## src/rtl/mbx_pkg.sv

```systemverilog
package mbx_pkg;
    // Per-port events decoded from one port's access
    typedef struct packed {
        logic peer_set;   // qualified write into the peer's mailbox
        logic own_clr;    // qualified read of the own mailbox
    } mbx_evt_t;

    // Registered state of one interrupt flag
    typedef struct packed {
        logic pend;
    } mbx_flag_t;
endpackage

```

## src/rtl/mbx_port_decode.sv

```systemverilog
module mbx_port_decode
    import mbx_pkg::*;
#(
    parameter int ADDR_W = 14,
    parameter logic [ADDR_W-1:0] OWN_ADDR  = '1,
    parameter logic [ADDR_W-1:0] PEER_ADDR = '1
) (
    input  logic              ce,
    input  logic              we,
    input  logic              oe,
    input  logic              sem,
    input  logic [ADDR_W-1:0] addr,
    input  logic              busy,
    output mbx_evt_t          evt
);
    logic mem_sel;
    logic wr_acc;
    logic rd_acc;

    always_comb begin
        mem_sel      = ce && !sem;
        wr_acc       = mem_sel && we;
        rd_acc       = mem_sel && oe && !we;
        evt.peer_set = wr_acc && !busy && (addr == PEER_ADDR);
        evt.own_clr  = rd_acc && !busy && (addr == OWN_ADDR);
    end
endmodule

```

## src/rtl/mbx_flag.sv

```systemverilog
module mbx_flag
    import mbx_pkg::*;
(
    input  logic clk,
    input  logic rst_n,
    input  logic set,
    input  logic clr,
    output logic irq_n
);
    mbx_flag_t flag_d, flag_q;

    always_comb begin
        flag_d = flag_q;
        if (set) begin
            flag_d.pend = 1'b1;       // set has priority so no message is lost
        end else if (clr) begin
            flag_d.pend = 1'b0;
        end
    end

    always_ff @(posedge clk or negedge rst_n) begin
        if (!rst_n) begin
            flag_q <= '0;
        end else begin
            flag_q <= flag_d;
        end
    end

    assign irq_n = !flag_q.pend;

    assert_set_wins_R8: assert property (@(posedge clk) disable iff (!rst_n)
        set |=> !irq_n);
    assert_clear_R4: assert property (@(posedge clk) disable iff (!rst_n)
        (clr && !set) |=> irq_n);
    assert_hold_R11: assert property (@(posedge clk) disable iff (!rst_n)
        (!set && !clr) |=> $stable(irq_n));
endmodule

```

## src/rtl/mbx_irq_top.sv

```systemverilog
module mbx_irq_top
    import mbx_pkg::*;
#(
    parameter int ADDR_W = 14
) (
    input  logic              clk,
    input  logic              rst_n,
    input  logic              p0_ce,
    input  logic              p0_we,
    input  logic              p0_oe,
    input  logic              p0_sem,
    input  logic [ADDR_W-1:0] p0_addr,
    input  logic              p0_busy,
    output logic              p0_irq_n,
    input  logic              p1_ce,
    input  logic              p1_we,
    input  logic              p1_oe,
    input  logic              p1_sem,
    input  logic [ADDR_W-1:0] p1_addr,
    input  logic              p1_busy,
    output logic              p1_irq_n
);
    localparam int NPORT = 2;
    localparam logic [ADDR_W-1:0] TOP_ADDR  = {ADDR_W{1'b1}};
    localparam logic [ADDR_W-1:0] NEXT_ADDR = TOP_ADDR - 1'b1;

    logic [NPORT-1:0]  ce_v, we_v, oe_v, sem_v, busy_v, irq_v;
    logic [ADDR_W-1:0] addr_v [NPORT];
    mbx_evt_t          evt_v  [NPORT];

    assign ce_v   = {p1_ce,   p0_ce};
    assign we_v   = {p1_we,   p0_we};
    assign oe_v   = {p1_oe,   p0_oe};
    assign sem_v  = {p1_sem,  p0_sem};
    assign busy_v = {p1_busy, p0_busy};
    assign addr_v[0] = p0_addr;
    assign addr_v[1] = p1_addr;

    for (genvar g = 0; g < NPORT; g++) begin : g_port
        localparam logic [ADDR_W-1:0] OWN  = (g == 1) ? TOP_ADDR : NEXT_ADDR;
        localparam logic [ADDR_W-1:0] PEER = (g == 1) ? NEXT_ADDR : TOP_ADDR;

        mbx_port_decode #(
            .ADDR_W   (ADDR_W),
            .OWN_ADDR (OWN),
            .PEER_ADDR(PEER)
        ) u_dec (
            .ce  (ce_v[g]),
            .we  (we_v[g]),
            .oe  (oe_v[g]),
            .sem (sem_v[g]),
            .addr(addr_v[g]),
            .busy(busy_v[g]),
            .evt (evt_v[g])
        );

        mbx_flag u_flag (
            .clk  (clk),
            .rst_n(rst_n),
            .set  (evt_v[NPORT-1-g].peer_set),
            .clr  (evt_v[g].own_clr),
            .irq_n(irq_v[g])
        );
    end

    assign p0_irq_n = irq_v[0];
    assign p1_irq_n = irq_v[1];

    // Port-level checks
    assert_p0_sets_R2: assert property (@(posedge clk) disable iff (!rst_n)
        (p0_ce && p0_we && !p0_sem && !p0_busy && p0_addr == TOP_ADDR) |=> !p1_irq_n);
    assert_p1_sets_R3: assert property (@(posedge clk) disable iff (!rst_n)
        (p1_ce && p1_we && !p1_sem && !p1_busy && p1_addr == NEXT_ADDR) |=> !p0_irq_n);
    assert_busy_blocks_set_R6: assert property (@(posedge clk) disable iff (!rst_n)
        (p0_busy && p1_irq_n) |=> p1_irq_n);
    assert_busy_blocks_clr_R7: assert property (@(posedge clk) disable iff (!rst_n)
        (p1_busy && !p1_irq_n) |=> !p1_irq_n);
    assert_peer_read_R5: assert property (@(posedge clk) disable iff (!rst_n)
        (p0_ce && !p0_sem && p0_addr == TOP_ADDR && !p1_ce && !p1_irq_n) |=> !p1_irq_n);
endmodule

```

## config.mk

```make
export PLATFORM = sky130hd
export DESIGN_NAME = mbx_irq_top
export DESIGN_NICKNAME = d
export VERILOG_FILES = /design/src/rtl/mbx_pkg.sv /design/src/rtl/mbx_port_decode.sv /design/src/rtl/mbx_flag.sv /design/src/rtl/mbx_irq_top.sv
export SDC_FILE = /design/constraint.sdc
export NUM_CORES = 1
export LEC_CHECK = 0
export ABC_CLOCK_PERIOD_IN_PS = 1800
export BUFFER_PORTS_ARGS = -buffer_cell sky130_fd_sc_hd__clkbuf_2
export CAP_MARGIN = 20
export CORE_AREA = 2 2 39 41
export DETAILED_ROUTE_END_ITERATION = 12
export DIE_AREA = 0 0 41 43
export GPL_TIMING_DRIVEN = 1
export MAX_ROUTING_LAYER = met4
export SLEW_MARGIN = 10
export SYNTH_ARGS = -nofsm -noshare
export SYNTH_HDL_FRONTEND = slang
export SYNTH_SLANG_ARGS = --single-unit
```

## constraint.sdc

```tcl
create_clock -name clk -period 1.8 [get_ports clk]
set_input_delay 0.27 -clock clk [delete_from_list [all_inputs] [get_ports clk]]
set_output_delay 0.27 -clock clk [all_outputs]
set_load 0.05 [all_outputs]
```

* Yosys cells after proc, flatten, opt, wreduce, memory -nomap -nowiden
Cells that the tools add are included.
Storage, ports and cells: bits in registers 2, bits of input ports 40, output and inout port bits 2, word-level logic and storage cells 36
Cells by class: equal/unequal tests 4, mux-type cells 4, reductions and logical operators 26
Operator list (count):
- $eq 14x14->1 const B | 4
- $logic_and 1x1->1 | 16
- $logic_not 1->1 | 8
- $mux 1 | 4
- $reduce_bool 2->1 | 2

* Longest topological paths before layout
Gate-level depths: netlist of the first run.
depth in word-level cells 8, gate-level depth with buffers 4, depth with buffers taken out 4

* Cells and area by module
From an unflattened synthesis of the first run, not the netlist that was laid out.
Second synthesis, totals: cells, all modules 21, area, all modules 188.9 um2
By module, submodules not included:
- mbx_flag | instances 2, cells each 3, area each 40.0 um2, sequential area each 25.0 um2
- mbx_port_decode at g_port[1].u_dec | instances 1, cells each 7, area each 56.3 um2, sequential area each 0.0 um2
- mbx_port_decode at g_port[0].u_dec | instances 1, cells each 8, area each 52.6 um2, sequential area each 0.0 um2

* Worst setup path after synthesis of the first run
OpenSTA, ideal clock, no wires.
kind input-to-reg, start point input p0_busy, end point register g_port[0].u_flag.flag_q, library setup time 122 ps, data arrival time 1026 ps, path slack 653 ps, cell stages on the path 4, buffers on the path 0, path through nand4b_1 nor4_2 nand3_1 a32o_1
On the way: word-level cells in the longest chain between the ends 4
Ends and longest elaborated chain:
- from (decl) | RTL line mbx_irq_top.sv:13 | input logic p0_busy,
- $logic_not 1->1 | RTL line mbx_port_decode.sv:25 | evt.own_clr = rd_acc && !busy && (addr == OWN_ADDR);
- $logic_and 1x1->1 (2 in series) | RTL line mbx_port_decode.sv:25
- $reduce_bool 2->1 (no source line)
- to (signal assigned) | RTL line mbx_flag.sv:25 | flag_q <= flag_d;
- to (decl) | RTL line mbx_flag.sv:10 | mbx_flag_t flag_d, flag_q;
Every way passes these cells. A chain may end at the register's enable or synchronous reset.

* Worst setup path after layout of the first run
start point register g_port[0].u_flag.flag_q, end point output p0_irq_n
On the way: word-level cells in the longest chain between the ends 1
Ends and longest elaborated chain:
- $logic_not 1->1 | RTL line mbx_flag.sv:29 | assign irq_n = !flag_q.pend;
- to (decl) | RTL line mbx_irq_top.sv:14 | output logic p0_irq_n,
Every way passes these cells.

==> run_results.csv, run 1 <==
group,metric,value,unit
finish,top_register,"g_port.u_flag.flag_q",
run_status,status,"finished, final reports clean",
timing,relSlewSlack,0.8015,
timing,skew,0,ns
setup_path,crit_fanout,2,
clock_network,cts_buffers,3,
setup_path,endpoint,"p0_irq_n",
drt,vias,357,
drt,wirelength,691,um
timing,grt_setup_unrepaired,"no",
finish,final_area,441.7,um^2
setup_path,crit_family,"flip-flops",
setup_path,cpMaxStageDelayCell,"dfrtp_1",
clock_network,cts_tree,"yes",
floorplanning,die_area,1763,um^2
setup_path,startpoint,"g_port[0].u_flag.flag_q$_DFFE_PN0P_",
drt,dr.pass1.iters,2,
floorplanning,die_x,41,um
timing,finalCriticalPeriod,1.183,ns
clock_network,cts_resized,0,
drt,drtIter0Drc,2,
setup_path,slowest_delay,0.37,ns
grt,antenna_found_initial,0,
timing,setup_viol,0,
power_and_ir_drop,power,0.1987,mW
worst_hold_path,hold_path_class,"input pin to flip-flop",
timing,tightest_slew,0.2953,ns
clock_network,cts_root_buffer,"clkbuf_4",
clock_network,numClockSinks,2,
clock_network,path_clk_slew,0.03,ns
yosys,syn_inst,20,
finish,final_nets,107,
setup_path,r2r_cells,1,
clock_network,insertion_delay,0.23,ns
finish,post-route-util,0.3192,
setup_path,required,1.53,ns
finish,top_regs,"g_port.u_flag.flag_q (2)",
drt,wl_per_cell,8.531,um
timing,fin_hold_ws,0.3054,ns
yosys,yosys_warnings,0,
place,hpwl,634.3,um
drt,vias_per_cell,4.407,
place,port_buffers,41,
finish,num-fill-cells,151,
yosys,yosysUniqueCellTypes,9,
finish,largest_register_ffs,2,
setup_path,crit_chain,"inv_1 > clkbuf_2",
power_and_ir_drop,irDropWorstVdd,0.1117,mV
finish,antenna_cells,0,
clock_network,cts_buffer_depth,2,
floorplanning,core_area,1384,um^2
floorplanning,rows,14,
grt,grt_pass1_wl,1062,um
yosys,ys_seq_area_frac,0.2721,
yosys,syn_avg_cell_area,9.196,um^2
power_and_ir_drop,p_per_area,449.9,nW/um^2
grt,grt_max_degree,3,
job,maxCapViolCount,0,
clock_network,htree_levels,1,
timing,finalWorstSetupSlack,0.6173,ns
finish,area_growth,140.1,%
timing,fin_crit_sh,0.6570,
floorplanning,io-pin-count,42,
place,dpl.cell_count,77,
grt,gr-total-overflow,0,
drt,ant_nets,0,
yosys,synthesis.nets,60,
power_and_ir_drop,p_leak,0.2345,nW
finish,layout.cells.non_filler,81,
setup_path,start_kind,"flip-flop",
finish,drive_gt1_frac,0.7077,
timing,finalSetupTns,0,ns
place,place.gp.congestion,0.6848,
setup_path,crit_type,"flip-flop to output port",
setup_path,cp.depth,2,
place,pre_cts_ws,0.4355,ns
yosys,syn_area,183.9,um^2
setup_path,r2r-end,"g_port[0].u_flag.flag_q$_DFFE_PN0P_",
timing,fmax,845.5,MHz
grt,globalRouteTotalUtil,0.09651,
floorplanning,initial_core_util,0.1329,
timing,hold_viol,0,
drt,drc,0,
timing,finalMaxSlewViolations,0,
floorplanning,chipHeight,43,um
setup_path,arrival,0.91,ns
yosys,yosys_register_bits,2,
place,placed_cell_area,409.1,um^2
grt,grt_pass1_vias,323,
setup_path,rr_startpoint,"g_port[0].u_flag.flag_q$_DFFE_PN0P_",
setup_path,end_kind,"output port",
setup_path,cp_num_buf_inv,2,
setup_path,rrSetupSlack,1.10,ns
[metal layers]
layer	part of all wire	track usage
met1	0.32	0.07987
met5	0	-
met2	0.46	0.1500
met4	0.023	0.08000
met3	0.20	0.04712
[cell usage in the layout (no fill, tap or decap)]
master,n
clkbuf_4,3
dfrtp_1,2
nor2_1,1
dlygate4sd3_1,1
clkbuf_2,41
nor4_2,2
a32o_1,2
inv_1,3
nand4_1,5
nand4b_1,3
nand3_1,1
nand4bb_1,1
[cell type report]
cell class | count | area [um^2] | area share
timing repair buffer | 42 | 215.2 | 0.4873
multi-input combinational | 15 | 122.6 | 0.2776
sequential | 2 | 50.05 | 0.1133
clock buffer | 3 | 22.52 | 0.05099
tap | 16 | 20.02 | 0.04533
inverter | 3 | 11.26 | 0.02550
[logic make-up after synthesis]
group	count (synthesis)	share of synthesized area
compound gates	2	0.1088
buf+inv	3	0.06122
flops	2	0.2721
simple gates	13	0.5578
[report_power, final]
part	switching, mW	internal [mW]	total (mW)
combinational	0.0149	0.0349	0.0498
clock	0.0297	0.0739	0.104
sequential	0.00000802	0.0453	0.0453
[what timing repair did]
item / CTS / global route
endpoints found under the hold margin: 2 / 0
endpoints found under the setup margin: 0 / 0
buffers inserted: 0 / 0
hold buffers: 1 / 0
[worst min-delay path by stage]
stage	end	slack (ns)	depth (start not counted)	startpoint
after CTS	g_port[1].u_flag.flag_q$_DFFE_PN0P_	0.30	2	p0_we
after floorplan	g_port[0].u_flag.flag_q$_DFFE_PN0P_	-0.03	0	rst_n
after detailed placement	g_port[0].u_flag.flag_q$_DFFE_PN0P_	0.06	1	rst_n
after global routing	g_port[1].u_flag.flag_q$_DFFE_PN0P_	0.30	2	p0_we
after global placement	g_port[0].u_flag.flag_q$_DFFE_PN0P_	0.06	1	rst_n
final	g_port[1].u_flag.flag_q$_DFFE_PN0P_	0.31	2	p0_we
[Yosys cell counts]
master / number / share of area
nor4_2: 2 / 0.14
nand4b_1: 3 / 0.14
nand3_1: 1 / 0.027
dfrtp_1: 2 / 0.27
a32o_1: 2 / 0.11
nand4_1: 5 / 0.17
nor2_1: 1 / 0.020
inv_1: 3 / 0.061
nand4bb_1: 1 / 0.061
No activity file was read; power rests on OpenSTA's default activity.
==> inputs of run 2 (changes only) <==
ABC_CLOCK_PERIOD_IN_PS = 1200   (was 1800)
clock period = 1.2 ns   (was 1.8 ns; I/O delays follow)
==> run_results.csv, run 2 (synthesized netlist as in run 1, its figures left out) <==
group,metric,value,unit
timing,setup_viol,0,
power_and_ir_drop,power,0.2890,mW
place,place.gp.congestion,0.6828,
place,port_buffers,41,
finish,post-route-util,0.3246,
grt,grt_pass1_vias,362,
setup_path,r2r-end,"g_port[0].u_flag.flag_q$_DFFE_PN0P_",
floorplanning,core_area,1384,um^2
drt,vias_per_cell,4.293,
grt,grt_pass1_wl,1166,um
worst_hold_path,hold_start,"p1_we",
timing,relSlewSlack,0.8142,
power_and_ir_drop,switchingPower,0.05851,mW
clock_network,htree_levels,1,
drt,dr.pass1.iters,2,
setup_path,cpMaxStageDelayCell,"dfrtp_1",
clock_network,path_clk_slew,0.03,ns
power_and_ir_drop,combinationalPowerShare,0.260,
clock_network,post_cts_buffers,0,
grt,grt_max_degree,3,
drt,drc,0,
timing,skew,0,ns
grt,gr-total-overflow,0,
setup_path,start_kind,"flip-flop",
clock_network,numClockSinks,2,
finish,drive_gt1_frac,0.7121,
timing,fin_crit_sh,0.9016,
finish,layout.cells.non_filler,82,
clock_network,cts_resized,0,
setup_path,rr_startpoint,"g_port[0].u_flag.flag_q$_DFFE_PN0P_",
setup_path,crit_type,"flip-flop to output port",
power_and_ir_drop,p_per_area,643.4,nW/um^2
run_status,status,"finished, final reports clean",
finish,seqCellArea,50.05,um^2
timing,hold_viol,0,
timing,fmax,924.3,MHz
setup_path,required,1.02,ns
drt,vias,352,
clock_network,cts_root_buffer,"clkbuf_4",
floorplanning,die_area,1763,um^2
place,pre_cts_ws,-0.05301,ns
power_and_ir_drop,power_frac_seq,0.235,
finish,top_regs,"g_port.u_flag.flag_q (2)",
power_and_ir_drop,p_clk_frac,0.505,
finish,layout_common_cells,"clkbuf_2, nand4_1, inv_1, nand4b_1, clkbuf_4",
clock_network,insertion_delay,0.22,ns
setup_path,end_kind,"output port",
timing,finalCriticalPeriod,1.082,ns
clock_network,cts_buffers,3,
worst_hold_path,min_path_cells,2,
timing,finalMaxSlewViolations,0,
setup_path,arrival,0.90,ns
job,maxCapViolCount,0,
floorplanning,chipHeight,43,um
finish,multi_input_area,122.6,um^2
finish,final_nets,108,
drt,drtIter0Drc,2,
finish,top_register,"g_port.u_flag.flag_q",
timing,fin_hold_ws,0.2229,ns
floorplanning,rows,14,
setup_path,rrSetupSlack,0.51,ns
worst_hold_path,hold_path_class,"input pin to flip-flop",
grt,antenna_found_initial,0,
timing,tightest_slew,0.2765,ns
grt,globalRouteTotalUtil,0.1006,
drt,wl_per_cell,8.817,um
setup_path,crit_chain,"inv_1 > clkbuf_2",
setup_path,crit_fanout,2,
setup_path,slowest_delay,0.37,ns
clock_network,cts_tree,"yes",
drt,ant_nets,0,
place,dpl.cell_count,78,
power_and_ir_drop,intPower,0.2305,mW
finish,area_growth,144.2,%
timing,grt_setup_unrepaired,"no",
place,hpwl,697.5,um
finish,largest_register_ffs,2,
floorplanning,io-pin-count,42,
power_and_ir_drop,p_leak,0.2399,nW
finish,num-fill-cells,158,
setup_path,r2r_cells,1,
floorplanning,initial_core_util,0.1329,
finish,final_common_cell,"clkbuf_2",
finish,antenna_cells,0,
timing,finalWorstSetupSlack,0.1181,ns
drt,wirelength,723,um
power_and_ir_drop,p_sw_frac,0.2024,
power_and_ir_drop,irDropWorstVdd,0.2017,mV
floorplanning,die_x,41,um
worst_hold_path,min_to,"g_port[0].u_flag.flag_q$_DFFE_PN0P_",
clock_network,cts_buffer_depth,2,
[run 2: changes by cell type in the layout (fill, tap and decap cells not counted), sizes merged]
cell,before,now
buf,0,1
[run 2: area by class of cell]
type,instances,area share
Timing Repair Buffer,43,0.4958
Multi-Input combinational cell,15,0.2730
Sequential cell,2,0.1114
Clock buffer,3,0.05014
Tap cell,16,0.04457
Inverter,3,0.02507
[run 2: critical path, delay by kind of cell (launching register included)]
family / cells / cell delay, ns
buffers and inverters: 2 / 0.31
DFF: 1 / 0.37
[run 2: how the worst max path moves through the flow]
stage,slack [ns],endpoint,from
floorplan,0.14,g_port[0].u_flag.flag_q$_DFFE_PN0P_,p0_busy
finish,0.12,p0_irq_n,g_port[0].u_flag.flag_q$_DFFE_PN0P_
detailed placement,-0.05,g_port[0].u_flag.flag_q$_DFFE_PN0P_,p0_busy
global placement,-0.006,g_port[1].u_flag.flag_q$_DFFE_PN0P_,p1_sem
CTS,0.10,p0_irq_n,g_port[0].u_flag.flag_q$_DFFE_PN0P_
global route,0.07,p0_irq_n,g_port[0].u_flag.flag_q$_DFFE_PN0P_
[run 2: power by group through the flow]
stage | Combinational (mW) | Clock [mW] | Sequential (mW)
after CTS | 0.0767 | 0.156 | 0.0680
after floorplan | 0.00976 | 0 | 0.0687
after global placement | 0.0723 | 0 | 0.0687
after global routing | 0.0858 | 0.155 | 0.0680
after detailed placement | 0.0739 | 0 | 0.0687
final | 0.0751 | 0.146 | 0.0680
[run 2: what timing repair did]
item,CTS,global route
hold buffers,1,0
setup endpoints to repair,0,0
hold endpoints to repair,2,0
[run 2: stage by stage]
step	setup TNS, ns	area [um^2]
after floorplan	0	183.9
after global placement	-0.008859	416.7
after detailed placement	-0.07042	416.7
after CTS	0	449.2
after global routing	0	449.2
final	0	449.2
[run 2: metal layers]
| layer | global-route usage | share of wire |
|---|---|---|
| met1 | 0.08307 | 0.30 |
| met2 | 0.1781 | 0.54 |
| met3 | 0.01571 | 0.16 |
| met4 | 0.08000 | 0 |
| met5 | - | 0 |
